--- config.mk ---
export PLATFORM = sky130hd
export DESIGN_NAME = led_cfg_seq
export DESIGN_NICKNAME = d
export VERILOG_FILES = /design/src/rtl/led_cfg_pkg.sv /design/src/rtl/led_cfg_div.sv /design/src/rtl/led_cfg_ctrl.sv /design/src/rtl/led_cfg_pins.sv /design/src/rtl/led_cfg_seq.sv
export SDC_FILE = /design/constraint.sdc
export NUM_CORES = 1
export LEC_CHECK = 0
export ABC_CLOCK_PERIOD_IN_PS = 2220
export BUFFER_PORTS_ARGS = -buffer_cell sky130_fd_sc_hd__buf_4
export CAP_MARGIN = 20
export CORE_ASPECT_RATIO = 1.75
export CORE_MARGIN = 2
export CORE_UTILIZATION = 50
export DETAILED_ROUTE_END_ITERATION = 8
export GPL_ROUTABILITY_DRIVEN = 0
export PLACE_DENSITY = 0.8
export SLEW_MARGIN = 20
export SYNTH_ARGS = -nofsm -noshare
export SYNTH_HDL_FRONTEND = slang
export SYNTH_SLANG_ARGS = --single-unit
--- constraint.sdc ---
create_clock -name clk -period 2.22 [get_ports clk]
set_input_delay 0.444 -clock clk [delete_from_list [all_inputs] [get_ports clk]]
set_output_delay 0.444 -clock clk [all_outputs]
set_load 0.01 [all_outputs]
--- src/rtl/led_cfg_pkg.sv ---
package led_cfg_pkg;

  typedef enum logic [2:0] {
    ST_IDLE,
    ST_CLEAR,
    ST_WR1,
    ST_WR2,
    ST_BLANK,
    ST_FLAT,
    ST_ENABLE,
    ST_DONE
  } seq_state_e;

  localparam int LANES    = 6;
  localparam int WORD_W   = 16;
  localparam int IDX_W    = $clog2(WORD_W);

  // Column-order words: bit i leaves on column (i mod 16)
  localparam logic [WORD_W-1:0] A_REG1 = 16'h07E0;
  localparam logic [WORD_W-1:0] A_REG2 = 16'h0200;
  localparam logic [WORD_W-1:0] B_REG1 = 16'hFF00;
  localparam logic [WORD_W-1:0] B_REG2 = 16'h00FF;

  // Trailing latch lengths that pick the destination register
  localparam int LAT_REG1 = 11;
  localparam int LAT_REG2 = 12;
  localparam int LAT_CLR  = 3;

  function automatic logic seq_running(seq_state_e s);
    return (s != ST_IDLE) && (s != ST_DONE);
  endfunction

  function automatic logic seq_single(seq_state_e s);
    return (s == ST_FLAT) || (s == ST_ENABLE);
  endfunction

  function automatic seq_state_e seq_next(seq_state_e s, logic fam_b);
    seq_state_e n;
    case (s)
      ST_CLEAR:  n = ST_WR1;
      ST_WR1:    n = ST_WR2;
      ST_WR2:    n = fam_b ? ST_FLAT : ST_BLANK;
      ST_BLANK:  n = fam_b ? ST_ENABLE : ST_FLAT;
      ST_FLAT:   n = fam_b ? ST_BLANK : ST_ENABLE;
      ST_ENABLE: n = ST_DONE;
      default:   n = s;
    endcase
    return n;
  endfunction

endpackage

--- src/rtl/led_cfg_div.sv ---
module led_cfg_div #(
  parameter int DIV_W = 8
) (
  input  logic             clk,
  input  logic             rst_n,
  input  logic             load,
  input  logic             run,
  input  logic [DIV_W-1:0] half_div,
  output logic             tick
);

  logic [DIV_W-1:0] cnt_q, cnt_d;
  logic             cnt_en;

  always_comb begin
    tick   = run && (cnt_q == '0);
    cnt_en = load || run;
    if (load || tick) begin
      cnt_d = half_div;
    end else begin
      cnt_d = cnt_q - 1'b1;
    end
  end

  always_ff @(posedge clk or negedge rst_n) begin
    if (!rst_n) begin
      cnt_q <= '0;
    end else if (cnt_en) begin
      cnt_q <= cnt_d;
    end
  end

  AST_TICK_GAP: assert property (@(posedge clk) disable iff (!rst_n)
    (tick && (half_div != '0)) |=> !tick);

endmodule

--- src/rtl/led_cfg_ctrl.sv ---
module led_cfg_ctrl
  import led_cfg_pkg::*;
#(
  parameter int COLS = 64,
  localparam int CW  = $clog2(COLS)
) (
  input  logic          clk,
  input  logic          rst_n,
  input  logic          start,
  input  logic          fam_b_in,
  input  logic          tick,
  output seq_state_e    state,
  output logic [CW-1:0] col,
  output logic          phase,
  output logic          fam_b,
  output logic          load,
  output logic          run
);

  localparam logic [CW-1:0] COL_LAST = CW'(COLS - 1);

  seq_state_e    state_q, state_d;
  logic [CW-1:0] col_q, col_d;
  logic          ph_q, ph_d;
  logic          fam_q, fam_d;
  logic          adv_en;
  logic          seg_end;

  always_comb begin
    run     = seq_running(state_q);
    load    = start && !run;
    adv_en  = load || (tick && run);
    seg_end = seq_single(state_q) || (col_q == COL_LAST);
    state_d = state_q;
    col_d   = col_q;
    ph_d    = ph_q;
    fam_d   = fam_q;
    if (load) begin
      state_d = fam_b_in ? ST_CLEAR : ST_WR1;
      col_d   = '0;
      ph_d    = 1'b0;
      fam_d   = fam_b_in;
    end else if (!ph_q) begin
      ph_d = 1'b1;
    end else begin
      ph_d = 1'b0;
      if (seg_end) begin
        col_d   = '0;
        state_d = seq_next(state_q, fam_q);
      end else begin
        col_d = col_q + 1'b1;
      end
    end
  end

  always_ff @(posedge clk or negedge rst_n) begin
    if (!rst_n) begin
      state_q <= ST_IDLE;
      col_q   <= '0;
      ph_q    <= 1'b0;
      fam_q   <= 1'b0;
    end else if (adv_en) begin
      state_q <= state_d;
      col_q   <= col_d;
      ph_q    <= ph_d;
      fam_q   <= fam_d;
    end
  end

  assign state = state_q;
  assign col   = col_q;
  assign phase = ph_q;
  assign fam_b = fam_q;

  AST_COL_RANGE: assert property (@(posedge clk) disable iff (!rst_n)
    col_q <= COL_LAST);

  AST_FAM_HELD: assert property (@(posedge clk) disable iff (!rst_n)
    run |=> $stable(fam_q));

endmodule

--- src/rtl/led_cfg_pins.sv ---
module led_cfg_pins
  import led_cfg_pkg::*;
#(
  parameter int COLS = 64,
  localparam int CW  = $clog2(COLS)
) (
  input  seq_state_e       state,
  input  logic [CW-1:0]    col,
  input  logic             phase,
  input  logic             fam_b,
  output logic [LANES-1:0] col_data,
  output logic             sh_clk,
  output logic             latch,
  output logic             out_en_n,
  output logic             done
);

  localparam logic [CW-1:0] L1_FROM = CW'(COLS - LAT_REG1);
  localparam logic [CW-1:0] L2_FROM = CW'(COLS - LAT_REG2);
  localparam logic [CW-1:0] LZ_FROM = CW'(COLS - LAT_CLR);

  logic [IDX_W-1:0] widx;
  logic             bit_v;
  logic             lat_v;

  assign widx = col[IDX_W-1:0];

  always_comb begin
    bit_v = 1'b0;
    lat_v = 1'b0;
    case (state)
      ST_CLEAR: lat_v = (col >= LZ_FROM);
      ST_WR1: begin
        bit_v = fam_b ? B_REG1[widx] : A_REG1[widx];
        lat_v = (col >= L1_FROM);
      end
      ST_WR2: begin
        bit_v = fam_b ? B_REG2[widx] : A_REG2[widx];
        lat_v = (col >= L2_FROM);
      end
      ST_BLANK: lat_v = fam_b && (col >= LZ_FROM);
      ST_FLAT:  lat_v = !fam_b;
      default: begin
        bit_v = 1'b0;
        lat_v = 1'b0;
      end
    endcase
  end

  for (genvar g = 0; g < LANES; g++) begin : g_lane
    assign col_data[g] = bit_v;
  end

  assign sh_clk   = phase && seq_running(state);
  assign latch    = lat_v;
  assign out_en_n = !((state == ST_ENABLE) || (state == ST_DONE));
  assign done     = (state == ST_DONE);

endmodule

--- src/rtl/led_cfg_seq.sv ---
module led_cfg_seq
  import led_cfg_pkg::*;
#(
  parameter int COLS  = 64,
  parameter int DIV_W = 8,
  localparam int CW   = $clog2(COLS)
) (
  input  logic             clk,
  input  logic             rst_n,
  input  logic             start,
  input  logic             fam_b_sel,
  input  logic [DIV_W-1:0] half_div,
  output logic [5:0]       col_data,
  output logic             sh_clk,
  output logic             latch,
  output logic             out_en_n,
  output logic             done,
  output logic             pos_edge_mode
);

  seq_state_e    state;
  logic [CW-1:0] col;
  logic          phase;
  logic          fam_b;
  logic          load;
  logic          run;
  logic          tick;

  led_cfg_div #(.DIV_W(DIV_W)) u_div (
    .clk      (clk),
    .rst_n    (rst_n),
    .load     (load),
    .run      (run),
    .half_div (half_div),
    .tick     (tick)
  );

  led_cfg_ctrl #(.COLS(COLS)) u_ctrl (
    .clk      (clk),
    .rst_n    (rst_n),
    .start    (start),
    .fam_b_in (fam_b_sel),
    .tick     (tick),
    .state    (state),
    .col      (col),
    .phase    (phase),
    .fam_b    (fam_b),
    .load     (load),
    .run      (run)
  );

  led_cfg_pins #(.COLS(COLS)) u_pins (
    .state    (state),
    .col      (col),
    .phase    (phase),
    .fam_b    (fam_b),
    .col_data (col_data),
    .sh_clk   (sh_clk),
    .latch    (latch),
    .out_en_n (out_en_n),
    .done     (done)
  );

  assign pos_edge_mode = fam_b;

  AST_DATA_HOLD: assert property (@(posedge clk) disable iff (!rst_n)
    sh_clk |-> ($stable(col_data) && $stable(latch)));

  AST_OE_FALL: assert property (@(posedge clk) disable iff (!rst_n)
    $fell(out_en_n) |-> (!sh_clk && !latch));

  AST_DONE_QUIET: assert property (@(posedge clk) disable iff (!rst_n)
    done |-> (!sh_clk && !latch && (col_data == '0) && !out_en_n));

  AST_RESTART: assert property (@(posedge clk) disable iff (!rst_n)
    (start && done) |=> (!done && out_en_n));

endmodule

==> results.sh, run 1 <==
export IMPL_status="finished with violations"
export IMPL_violations="negative setup slack"
export IMPL_clk_pin_slew_ns=0.07
export IMPL_routed_via_density=6.37
export IMPL_worst_slew_pin_slew_ns=0.494
export IMPL_synth_commonest_cells="nand2_1, dfrtp_1, o21ai_0"
export IMPL_critical_path_reg2reg_startpoint="u_div.cnt_q[0]"
export IMPL_ys_flop_type="dfrtp_1"
export IMPL_place_inst=211
export IMPL_numCtsBuffers=3
export IMPL_hpwl_um=2720
export IMPL_synth_edf_count=0
export IMPL_htree_levels=1
export IMPL_portBuffers=22
export IMPL_cp_data_required_time_ns=1.78
export IMPL_synth_area_top_cells="dfrtp_1, o21ai_0, ha_1, nand2_1, buf_4"
export IMPL_wirelength_um=3500
export IMPL_start_util=0.529
export IMPL_cts_hold_buf=0
export IMPL_leakagePower_nw=0.749
export IMPL_postLayoutCellArea_sq_um=1700
export IMPL_antenna_found_initial=0
export IMPL_path_max_fanout=6
export IMPL_p_total_w=0.00233
export IMPL_diodes=0
export IMPL_wl_per_cell_um=16.2
export IMPL_drt_pre_antenna_iters=4
export IMPL_crit_chain="inv_2 -> ha_2 -> nor3b_1 -> mux4_2 -> and3b_2 -> buf_4"
export IMPL_finClkSkew_ns=0.00306
export IMPL_setup_viol=7
export IMPL_core_area_sq_um=2750
export IMPL_netlist_area_leader_share=0.327
export IMPL_postSynthAreaPerCell_sq_um=8.66
export IMPL_grt_max_degree=20
export IMPL_cts_tree="yes"
export IMPL_drv_cap=0
export IMPL_use_met3=0.0213
export IMPL_grtUsageTotal=0.237
export IMPL_syn_area_sq_um=1460
export IMPL_hold_path_class="input port to async pin"
export IMPL_end_kind="primary output"
export IMPL_area_delta_synth_final_pct=16.9
export IMPL_period_minus_slack_ns=2.32
export IMPL_hold_violations=0
export IMPL_syn_inst=168
export IMPL_cts_root_buf="clkbuf_8"
export IMPL_drive_gt1_frac=0.280
export IMPL_drt_initial_drc_count=30
export IMPL_gr_total_overflow=0
export IMPL_slowest_stage="mux4_2"
export IMPL_synth_most_common_cell="nand2_1"
export IMPL_yosys_cell_types_count=53
export IMPL_rows=25
export IMPL_multi_input_area_sq_um=880
export IMPL_synthesis_nets=187
export IMPL_path_class="register to primary output"
export IMPL_cp_arrival_ns=1.88
export IMPL_num_nets_final=209
export IMPL_start_kind="register"
export IMPL_grt_first_pass_wirelength_um=5870
export IMPL_seq_area_sq_um=475
export IMPL_num_io_pins=23
export IMPL_use_met2=0.443
export IMPL_clk_latency_ns=0.26
export IMPL_grt_pass1_vias=1393
export IMPL_worst_ir_drop_vdd_mv=0.788
export IMPL_rsz0062_at_grt="yes"
export IMPL_async_flop_share=1.00
export IMPL_die_h_um=75.4
export IMPL_fillCellCount=244
export IMPL_slowest_delay_ns=0.48
export IMPL_drv_slew=0
export IMPL_power_density_nw_per_um2=1370
export IMPL_fin_cells=216
export IMPL_met1_usage=0.229
export IMPL_fmax_ghz=0.431
export IMPL_placed_area_sq_um=1640
export IMPL_ys_warnings_count=0
export IMPL_die_area_sq_um=3370
export IMPL_ys_seq_area_frac=0.327
export IMPL_synthDominantAreaCellType="dfrtp_1"
export IMPL_die_x_um=44.8
export IMPL_clockBufferDepth=2
export IMPL_worst_slack_ns=-0.101
export IMPL_period_share=1.05
export IMPL_drc_errors=0
export IMPL_slew_headroom=0.670
export IMPL_crit_path_start="u_ctrl.col[1]"
export IMPL_vias=1375
export IMPL_drtAntennaViolNets=0
export IMPL_grt_busiest_layer="met2"
export IMPL_cts_sinks=19
export IMPL_ys_ff_latch=19
## what timing repair did
action,4_1_cts,5_1_grt
endpoints found under the hold margin,0,0
endpoints found under the setup margin,7,7
setup buffers,1,0
gates resized for setup,4,0
pin swaps,2,2
## metal layers
| metal | wire (um) | part of all wire | vias to the layer above |
|---|---|---|---|
| met5 | 0 | 0 | - |
| met4 | 115 | 0.033 | 0 |
| met3 | 108 | 0.031 | 11 |
| met2 | 1990 | 0.57 | 39 |
| met1 | 1280 | 0.37 | 667 |
| li1 | - | - | 658 |
## power breakdown
part,internal [W],leakage [nW],switching (W)
Sequential,0.000493,0.240,0.000223
Clock,0.000125,0.0255,0.000121
Combinational,0.000648,0.484,0.000718
## worst max-delay path, delay by kind of cell, from the launching register on
kind          cells  cell delay [ns]
mux               1             0.48
flops             1             0.37
fa+ha+maj         1             0.18
buf+inv           2             0.21
simple gates      2             0.38
## sequential cells by signal, indices dropped and copies added (netlist names)
| register | flops |
|---|---|
| u_div.cnt_q | 8 |
| u_ctrl.phase | 1 |
| u_ctrl.state | 3 |
| u_ctrl.fam_b | 1 |
| u_ctrl.col | 6 |
## placed cells by master, fill, tap and decap left out, types with 2 or more instances in the layout
cell / n
a21oi_1: 4
a221o_1: 3
buf_4: 33
clkbuf_8: 3
dfrtp_1: 19
ha_1: 6
inv_1: 4
nand2_1: 20
nand2b_1: 4
nand3_1: 6
nand3b_1: 2
nor2_1: 12
nor2b_1: 2
nor3_1: 2
nor3_2: 2
nor3b_1: 5
o21ai_0: 18
o22ai_1: 2
o31ai_1: 3
o41ai_1: 2
o41ai_2: 2
or4_1: 2
## cell type report
class	count	share of cell area
inverter	5	0.0110
sequential	19	0.279
timing repair buffer	33	0.146
multi-input combinational	128	0.517
clock inverter	1	0.00294
tap	27	0.0199
clock buffer	3	0.0243
## stage by stage
step           setup WS [ns]  setup TNS, ns  utilization  hold WS (ns)
3_5_place_dp          0.0888              0        0.595         0.339
4_1_cts               -0.107         -0.692        0.618        0.0555
2_1_floorplan          0.200              0            -         0.148
6_report              -0.101         -0.644        0.618        0.0449
5_1_grt               -0.159          -1.09        0.618        0.0573
3_3_place_gp           0.140              0        0.595         0.335
## final timing paths
path	endpoint	slack, ns	cells past startpoint
max	col_data[2]	-0.10	6
min	u_div.cnt_q[3]	0.04	1
max reg2reg	u_ctrl.col[5]	0.12	7
min reg2reg	u_ctrl.col[5]	0.54	1
max in group asynchronous	u_ctrl.col[0]	1.97	1
min in group clk	u_div.cnt_q[1]	0.40	3
## logic make-up after synthesis
group,after synthesis,share of synthesized area
and+or+nand+nor,69,0.267
muxes,3,0.0301
DFF,19,0.327
xor gates and xnor gates,1,0.00602
buffers and inverters,21,0.0765
adders and majority gates,7,0.0602
AOI/OAI and AO/OA,48,0.234
No activity file was read; power rests on OpenSTA's default activity.
==> run 2: changes to the inputs <==
ABC_CLOCK_PERIOD_IN_PS = 2000   (was 2220)
PLACE_DENSITY = 0.83   (was 0.8)
clock period = 2 ns   (was 2.22 ns; I/O delays follow)
==> run 2 against run 1 <==
The flow finishes with violations (negative hold slack, negative setup slack). Cell count is 6.9% higher. Sequential share of layout area decreased by 4.0 points. Non-clock buffer count rose by 15. Wire length grew 22%. Global-route usage up 2.7 points. Combinational power rose by 53%. First-iteration DRC count rose by 140%. Critical endpoint is now col_data[5]. Largest cell class unchanged.
==> results.sh, run 2 (same netlist as run 1, synthesis figures left out) <==
export IMPL_status="finished with violations"
export IMPL_violations="negative hold slack, negative setup slack"
export IMPL_core_area_sq_um=2750
export IMPL_diodes=0
export IMPL_path_class="register to primary output"
export IMPL_drt_pre_antenna_iters=4
export IMPL_largest_reg_flops=8
export IMPL_end_kind="primary output"
export IMPL_worst_ir_drop_vdd_mv=0.907
export IMPL_hold_violations=12
export IMPL_fillCellCount=201
export IMPL_rsz0062_at_grt="yes"
export IMPL_hold_path_class="input port to async pin"
export IMPL_path_max_fanout=6
export IMPL_p_sw_frac=0.461
export IMPL_wl_per_cell_um=18.5
export IMPL_hpwl_um=2960
export IMPL_grt_max_degree=20
export IMPL_place_inst=222
export IMPL_cts_root_buf="clkbuf_8"
export IMPL_timing_hold_ws_ns=-0.00596
export IMPL_clkPwrFrac=0.089
export IMPL_post_route_util=0.726
export IMPL_num_io_pins=23
export IMPL_antenna_found_initial=0
export IMPL_grtUsageTotal=0.264
export IMPL_rows=25
export IMPL_layout_common_cells="buf_4, nand2_1, dfrtp_1, o21ai_0, nor2_1"
export IMPL_vias=1474
export IMPL_pwr_share_comb=0.656
export IMPL_num_nets_final=224
export IMPL_drive_gt1_frac=0.436
export IMPL_seqPwrFrac=0.255
export IMPL_drt_initial_drc_count=73
export IMPL_setup_viol=8
export IMPL_drc_errors=0
export IMPL_area_delta_synth_final_pct=37.3
export IMPL_wirelength_um=4280
export IMPL_drv_slew=0
export IMPL_leakagePower_nw=0.872
export IMPL_clk_pin_slew_ns=0.08
export IMPL_cts_sinks=19
export IMPL_power_density_nw_per_um2=1600
export IMPL_period_minus_slack_ns=2.34
export IMPL_routed_via_density=6.38
export IMPL_numCtsBuffers=3
export IMPL_fin_cells=231
export IMPL_die_area_sq_um=3370
export IMPL_clk_latency_ns=0.27
export IMPL_die_x_um=44.8
export IMPL_grt_first_pass_wirelength_um=6440
export IMPL_internal_power_w=0.00172
export IMPL_finClkSkew_ns=0.0118
export IMPL_cts_tree="yes"
export IMPL_worst_slew_pin_slew_ns=0.415
export IMPL_largest_register="u_div.cnt_q"
export IMPL_clockBufferDepth=2
export IMPL_layout_commonest_cell="buf_4"
export IMPL_htree_levels=1
export IMPL_drv_cap=0
export IMPL_cp_arrival_ns=1.94
export IMPL_period_share=1.17
export IMPL_start_kind="register"
export IMPL_p_switching_w=0.00147
export IMPL_portBuffers=22
export IMPL_start_util=0.529
export IMPL_tns_ns=-2.31
export IMPL_cp_data_required_time_ns=1.60
export IMPL_worst_slack_ns=-0.339
export IMPL_drtAntennaViolNets=0
export IMPL_die_h_um=75.4
export IMPL_slew_headroom=0.720
export IMPL_gr_total_overflow=0
export IMPL_cts_hold_buf=0
export IMPL_grt_pass1_vias=1430
export IMPL_fmax_ghz=0.428
-- run 2: worst max-delay path: stages, from the launching register on --
cell	delay, ns
dfrtp_1	0.37
inv_2	0.08
ha_4	0.16
nor3b_1	0.13
mux4_2	0.48
and3b_2	0.29
buf_6	0.15
-- run 2: area by class of cell --
type                    instances  area, sq um  share of cell area
clock buffers                   3         41.3              0.0207
clock inverters                 1         7.51             0.00376
inverters                       5         18.8             0.00939
multi-input cells             128         1030               0.515
flip-flops and latches         19          478               0.239
well taps                      27         33.8              0.0169
repair buffers                 48          390               0.195
-- run 2: stage by stage --
stage | setup WS, ns | area, sq um | total power (W)
final | -0.339 | 2000 | 0.00319
after CTS | -0.321 | 1860 | 0.00292
after global placement | 0.0210 | 1730 | 0.00240
after floorplan | 0.0236 | 1460 | 0.00183
after global routing | -0.395 | 2000 | 0.00338
after detailed placement | -0.0965 | 1730 | 0.00249
-- run 2: power by group through the flow --
stage / registers, W / clock network (W) / logic, W
after floorplan: 0.000710 / 0 / 0.00112
after global placement: 0.000756 / 0 / 0.00164
after detailed placement: 0.000774 / 0 / 0.00172
after CTS: 0.000771 / 0.000286 / 0.00186
after global routing: 0.000834 / 0.000305 / 0.00224
final: 0.000814 / 0.000283 / 0.00209
-- run 2: worst paths after layout --
| path | start | to | slack [ns] | cells past startpoint |
|---|---|---|---|---|
| max | u_ctrl.col[1] | col_data[5] | -0.34 | 6 |
| min | rst_n | u_div.cnt_q[3] | -0.006 | 1 |
| max reg2reg | u_ctrl.state[1] | u_ctrl.col[5] | -0.01 | 5 |
| min reg2reg | u_ctrl.phase | u_ctrl.phase | 0.59 | 1 |
| max in group asynchronous | rst_n | u_ctrl.col[0] | 1.78 | 1 |
| min in group clk | half_div[1] | u_div.cnt_q[1] | 0.36 | 3 |
-- run 2: timing repair --
item,4_1_cts,5_1_grt
pin swaps,5,9
resized for setup,16,31
buffers inserted,5,0
endpoints found under the setup margin,9,19
-- run 2: per-layer routing --
layer | GRT usage | vias up | share of wire
li1 | - | 686 | -
met1 | 0.240 | 730 | 0.36
met2 | 0.535 | 47 | 0.58
met3 | 0.0450 | 11 | 0.033
met4 | 0.121 | 0 | 0.023
met5 | 0 | - | 0
